<file path="src/rtl/pwdac_pkg.sv">
package pwdac_pkg;
    typedef enum logic [1:0] {
        ST_IDLE   = 2'd0,
        ST_COARSE = 2'd1,
        ST_FINE   = 2'd2,
        ST_DONE   = 2'd3
    } pwdac_state_e;
endpackage

</file>
<file path="src/rtl/pwdac_tick_counter.sv">
module pwdac_tick_counter #(
    parameter int CNT_W = 6
) (
    input  logic             clk,
    input  logic             rst_n,
    input  logic             clear,
    input  logic             en,
    output logic [CNT_W-1:0] count
);
    always_ff @(posedge clk or negedge rst_n) begin
        if (!rst_n)
            count <= '0;
        else if (clear)
            count <= '0;
        else if (en)
            count <= count + CNT_W'(1);
    end
endmodule

</file>
<file path="src/rtl/pwdac_timing_bank.sv">
// Eight (2**SEG_W) shared timing waveforms. Waveform k covers the last
// NSEL*k ticks of the coarse half and the first k ticks of the fine half.
module pwdac_timing_bank #(
    parameter int SEG_W = 3,
    parameter int CNT_W = 6,
    localparam int NSEL = 1 << SEG_W,
    localparam int COARSE_LEN = NSEL * (NSEL - 1)
) (
    input  logic             phase_hi,
    input  logic [CNT_W-1:0] tick,
    output logic [NSEL-1:0]  tsig
);
    for (genvar k = 0; k < NSEL; k++) begin : g_wave
        always_comb begin
            if (phase_hi)
                tsig[k] = int'(tick) >= (COARSE_LEN - NSEL * k);
            else
                tsig[k] = int'(tick) < k;
        end
    end
endmodule

</file>
<file path="src/rtl/pwdac_sel_mux.sv">
// The single selector shared by both halves of the frame.
module pwdac_sel_mux #(
    parameter int SEG_W = 3,
    localparam int NSEL = 1 << SEG_W
) (
    input  logic [NSEL-1:0]  tsig,
    input  logic [SEG_W-1:0] sel,
    output logic             y
);
    always_comb y = tsig[sel];
endmodule

</file>
<file path="src/rtl/pwdac_pulse_gen.sv">
module pwdac_pulse_gen
    import pwdac_pkg::*;
#(
    parameter int CODE_W = 6,
    localparam int SEG_W = CODE_W / 2,
    localparam int NSEL = 1 << SEG_W,
    localparam int COARSE_LEN = NSEL * (NSEL - 1),
    localparam int FINE_LEN = NSEL - 1,
    localparam int CNT_W = $clog2(COARSE_LEN)
) (
    input  logic              clk,
    input  logic              rst_n,
    input  logic              start,
    input  logic [CODE_W-1:0] code,
    input  logic              half_res,
    output logic              on,
    output logic              phase_hi,
    output logic              done
);
    pwdac_state_e      state_q, state_d;
    logic [CODE_W-1:0] code_q;
    logic [CNT_W-1:0]  tick;
    logic [NSEL-1:0]   tsig;
    logic [SEG_W-1:0]  sel;
    logic              mux_y;
    logic              in_frame;
    logic              accept;

    assign accept = (state_q == ST_IDLE) && start;

    // State register
    always_ff @(posedge clk or negedge rst_n) begin
        if (!rst_n)
            state_q <= ST_IDLE;
        else
            state_q <= state_d;
    end

    // Next-state logic
    always_comb begin
        state_d = state_q;
        unique case (state_q)
            ST_IDLE:   if (start) state_d = ST_COARSE;
            ST_COARSE: if (tick == CNT_W'(COARSE_LEN - 1)) state_d = ST_FINE;
            ST_FINE:   if (tick == CNT_W'(FINE_LEN - 1)) state_d = ST_DONE;
            ST_DONE:   state_d = ST_IDLE;
        endcase
    end

    // Code latch: loaded only in idle, held for the whole frame
    always_ff @(posedge clk or negedge rst_n) begin
        if (!rst_n)
            code_q <= '0;
        else if (accept)
            code_q <= code & ~{{(CODE_W-1){1'b0}}, half_res};
    end

    pwdac_tick_counter #(.CNT_W(CNT_W)) u_tick (
        .clk   (clk),
        .rst_n (rst_n),
        .clear (state_d != state_q),
        .en    (in_frame),
        .count (tick)
    );

    pwdac_timing_bank #(.SEG_W(SEG_W), .CNT_W(CNT_W)) u_bank (
        .phase_hi (phase_hi),
        .tick     (tick),
        .tsig     (tsig)
    );

    assign sel = phase_hi ? code_q[CODE_W-1 -: SEG_W] : code_q[SEG_W-1:0];

    pwdac_sel_mux #(.SEG_W(SEG_W)) u_mux (
        .tsig (tsig),
        .sel  (sel),
        .y    (mux_y)
    );

    // Output decode
    always_comb begin
        phase_hi = 1'b0;
        in_frame = 1'b0;
        done     = 1'b0;
        unique case (state_q)
            ST_IDLE:   ;
            ST_COARSE: begin phase_hi = 1'b1; in_frame = 1'b1; end
            ST_FINE:   in_frame = 1'b1;
            ST_DONE:   done = 1'b1;
        endcase
        on = in_frame & mux_y;
    end

    // Assertion support: per-frame pulse bookkeeping
    logic [CODE_W:0] chk_on_cnt;
    logic [1:0]      chk_rises;
    logic            chk_prev_on;
    always_ff @(posedge clk or negedge rst_n) begin
        if (!rst_n) begin
            chk_on_cnt  <= '0;
            chk_rises   <= '0;
            chk_prev_on <= 1'b0;
        end else begin
            chk_prev_on <= on;
            if (accept) begin
                chk_on_cnt <= '0;
                chk_rises  <= '0;
            end else begin
                if (on) chk_on_cnt <= chk_on_cnt + (CODE_W+1)'(1);
                if (on && !chk_prev_on && chk_rises != 2'd3) chk_rises <= chk_rises + 2'd1;
            end
        end
    end

    a_r3_count_matches_code: assert property (@(posedge clk) disable iff (!rst_n)
        done |-> (chk_on_cnt == {1'b0, code_q}));

    a_r4_single_rise: assert property (@(posedge clk) disable iff (!rst_n)
        done |-> (chk_rises <= 2'd1));

    a_r2_done_after_fine: assert property (@(posedge clk) disable iff (!rst_n)
        (state_q == ST_FINE && tick == CNT_W'(FINE_LEN - 1)) |=> done);

    a_r2_done_single: assert property (@(posedge clk) disable iff (!rst_n)
        done |=> !done);

    a_r8_code_held: assert property (@(posedge clk) disable iff (!rst_n)
        (state_q != ST_IDLE && $past(state_q) != ST_IDLE) |-> $stable(code_q));

    a_r9_quiet_outside_frame: assert property (@(posedge clk) disable iff (!rst_n)
        (done || state_q == ST_IDLE) |-> (!on && !phase_hi));
endmodule

</file>
<file path="config.mk">
export PLATFORM = sky130hd
export DESIGN_NAME = pwdac_pulse_gen
export DESIGN_NICKNAME = d
export VERILOG_FILES = /design/src/rtl/pwdac_pkg.sv /design/src/rtl/pwdac_tick_counter.sv /design/src/rtl/pwdac_timing_bank.sv /design/src/rtl/pwdac_sel_mux.sv /design/src/rtl/pwdac_pulse_gen.sv
export SDC_FILE = /design/constraint.sdc
export NUM_CORES = 1
export LEC_CHECK = 0
export ABC_AREA = 1
export ABC_CLOCK_PERIOD_IN_PS = 2370
export BUFFER_PORTS_ARGS = -buffer_cell sky130_fd_sc_hd__buf_2
export CORE_MARGIN = 8
export CORE_UTILIZATION = 57
export CTS_CLUSTER_SIZE = 24
export DETAILED_ROUTE_END_ITERATION = 7
export PLACE_DENSITY = 0.9
export SYNTH_ARGS = -nofsm -noshare
export SYNTH_HDL_FRONTEND = slang
export SYNTH_HIERARCHICAL = 1
export SYNTH_SLANG_ARGS = --single-unit
</file>
<file path="constraint.sdc">
create_clock -name clk -period 2.37 [get_ports clk]
set_input_delay 0.237 -clock clk [delete_from_list [all_inputs] [get_ports clk]]
set_output_delay 0.237 -clock clk [all_outputs]
set_load 0.1 [all_outputs]
</file>
==> out/qor.txt <==
worst hold stages: 3
min cycle time layout: 2.266 ns
outcome: completed
core area: 1922 µm²
fillers: 152
final setup skew: 0.002334 ns
Worst-path clk slew: 0.08 ns
top cells by count, synth: 66 x nand2_1, 30 x inv_1, 15 x nand3_1
synthesized area per cell: 6.333 µm²
Final ANT Viol Nets: 0
Die X: 60.60 µm
Die ar.: 3672 µm²
residual DRC count: 0
hold slack: 0.1476 ns
synthesized instance count: 179
hpwl dp: 1947 µm
first-pass GRT wire length: 4478 µm
Clock Path Buffers: 2
global placement routability congestion: 0.8571
Post-Syn Nets: 195
1st-iter DRT viols: 39
Hold WC Path Type: in2reg
CTS HTree Levels: 1
critical path required time: 2.13 ns
PortBufs: 12
Final setup viols: 0
io pins: 13
placed cells: 218
critical-path maximum fanout: 8
DRT Pass-1 Iters: 4
Max IR drop VDD: 0.0006483 V
crit end category: output pin
flip-flop and latch count after synthesis: 14
vias in the first global route: 1057
Top FF cell, synth: dfrtp_1
Antenna Cells: 0
Rel. slew slack: 67.84%
crit path kind: reg2out
top-count cell post-synth: nand2_1
Total GRT Usage: 15.95%
area growth from synthesis to layout: 24.61%
Synth Warn #: 6
cts bufs inserted: 3
register area share after synthesis: 30.91%
Final Non-Filler Cells: 233
Worst-Skew Late Latency: 0.28 ns
initial antenna violation count: 0
CTS tree: built
clock sink count: 14
Post-synth EDFFs: 0
startpoint types: flop
fin. max-slew vios: 0
chip height: 60.60 µm
crit path DAT: 2.03 ns
row count: 16
overall via count from detail_route: 1193
ranking of synthesized cells by area: dfrtp_1 31%, nand2_1 22%, inv_1 9.9%
total wire length: 2769 µm
largest net degree at the start of global routing: 15
Final Hold Fails: 0
Max-Cap Viols: 0
post-synth top area share: 30.91%
post-synthesis cell type count: 18
layout cells sized above 1: 26.70%
fraction of registers with async set/reset: 100.0%
Synth Cell Area: 1134 µm²
Worst Tran Pin Value: 0.4858 ns
CTS root buf: clkbuf_4
Pwr Density: 1207 nW/µm²
fmax: 441.2 MHz
final net count: 224
drt wl/cell: 11.88 µm
total gr overflow: 0
initial core utilization: 58.98%
Leakage: 0.7645 nW
Worst R2R Path Depth: 15
DR vias/cell: 5.120
cell taking the most area after synthesis: dfrtp_1
crit share post-route: 95.63%
## layout by cell type (no fill, tap or decap), types with 4 or more instances in the layout
master and n:
a21oi_1 4, inv_1 28, nor2_1 10, buf_2 11, nand4_1 5, dfrtp_2 4
o21ai_0 6, nand2_2 6, dfrtp_1 10, nand2_1 63, buf_4 9, inv_2 4
nand3_1 15, ha_1 5
## per-stage QoR
| stage | setup slack (ns) | util (%) | power (mW) | setup TNS [ns] | area, µm² |
|---|---|---|---|---|---|
| 2_1_floorplan | 0.01485 | - | 1.164 | 0 | 1150 |
| 3_3_place_gp | 0.2471 | 65.49 | 1.354 | 0 | 1259 |
| 3_5_place_dp | 0.1002 | 65.49 | 1.393 | 0 | 1259 |
| 4_1_cts | 0.03009 | 68.36 | 1.565 | 0 | 1314 |
| 5_1_grt | -0.002056 | 73.50 | 1.844 | -0.002056 | 1413 |
| 6_report | 0.1036 | 73.50 | 1.706 | 0 | 1413 |
## registers in the layout (all words and copies together) (netlist names)
register / flops
code_q: 6
state_q: 2
u_tick/count: 6
## where the power goes
part,total [mW],switching [mW],internal [mW]
Sequential,0.372,0.0612,0.311
Clock,0.137,0.0778,0.0590
Combinational,1.20,0.762,0.435
Total,1.71,0.901,0.804
## logic make-up after synthesis
group / synth area share, %
buffers and inverters: 11.59
AO/OA/AOI/OAI: 8.720
adder cells (fa/ha/maj): 6.622
AND/OR/NAND/NOR: 42.16
flip-flops: 30.91
## layout make-up
class | count | area, µm² | share of cell area [%]
clock buffers | 3 | 22.52 | 1.594
repair buffers | 24 | 175.2 | 12.40
flip-flops and latches | 14 | 355.3 | 25.16
inverters | 35 | 140.1 | 9.920
multi-input cells | 130 | 685.7 | 48.54
well taps | 27 | 33.78 | 2.392
## timing repair
item	CTS	global route
pin swaps	0	2
hold endpoints to repair	14	0
endpoints found under the setup margin	1	1
setup buffers	3	8
gates resized for setup	2	15
hold buffers	1	0
## worst paths after layout
path	to	slack (ns)	start
setup / recovery	on	0.10	state_q[1]
hold / removal	code_q[5]	0.15	code[5]
setup reg to reg	u_tick/count[3]	0.24	state_q[0]
hold reg to reg	code_q[5]	0.50	code_q[5]
max in group asynchronous	u_tick/count[4]	1.74	rst_n
min in group asynchronous	code_q[4]	0.37	rst_n
## per-layer routing
metal | part of all wire (%) | track usage (%)
met5 | 0 | 0
met4 | 1.2 | 6.645
met3 | 4.0 | 4.025
met2 | 51 | 25.79
met1 | 44 | 19.58
## worst max-delay path, stage by stage (launching register included)
cell	delay, ns
dfrtp_2	0.44
inv_4	0.09
ha_4	0.22
buf_6	0.13
nand2_1	0.06
o21ai_2	0.06
inv_1	0.05
nand2_1	0.07
nand3_1	0.07
nand2_1	0.09
nand2_1	0.06
nand2_2	0.08
nand2_2	0.06
clkinvlp_4	0.10
buf_12	0.17
(Power assumes the default switching activity.)
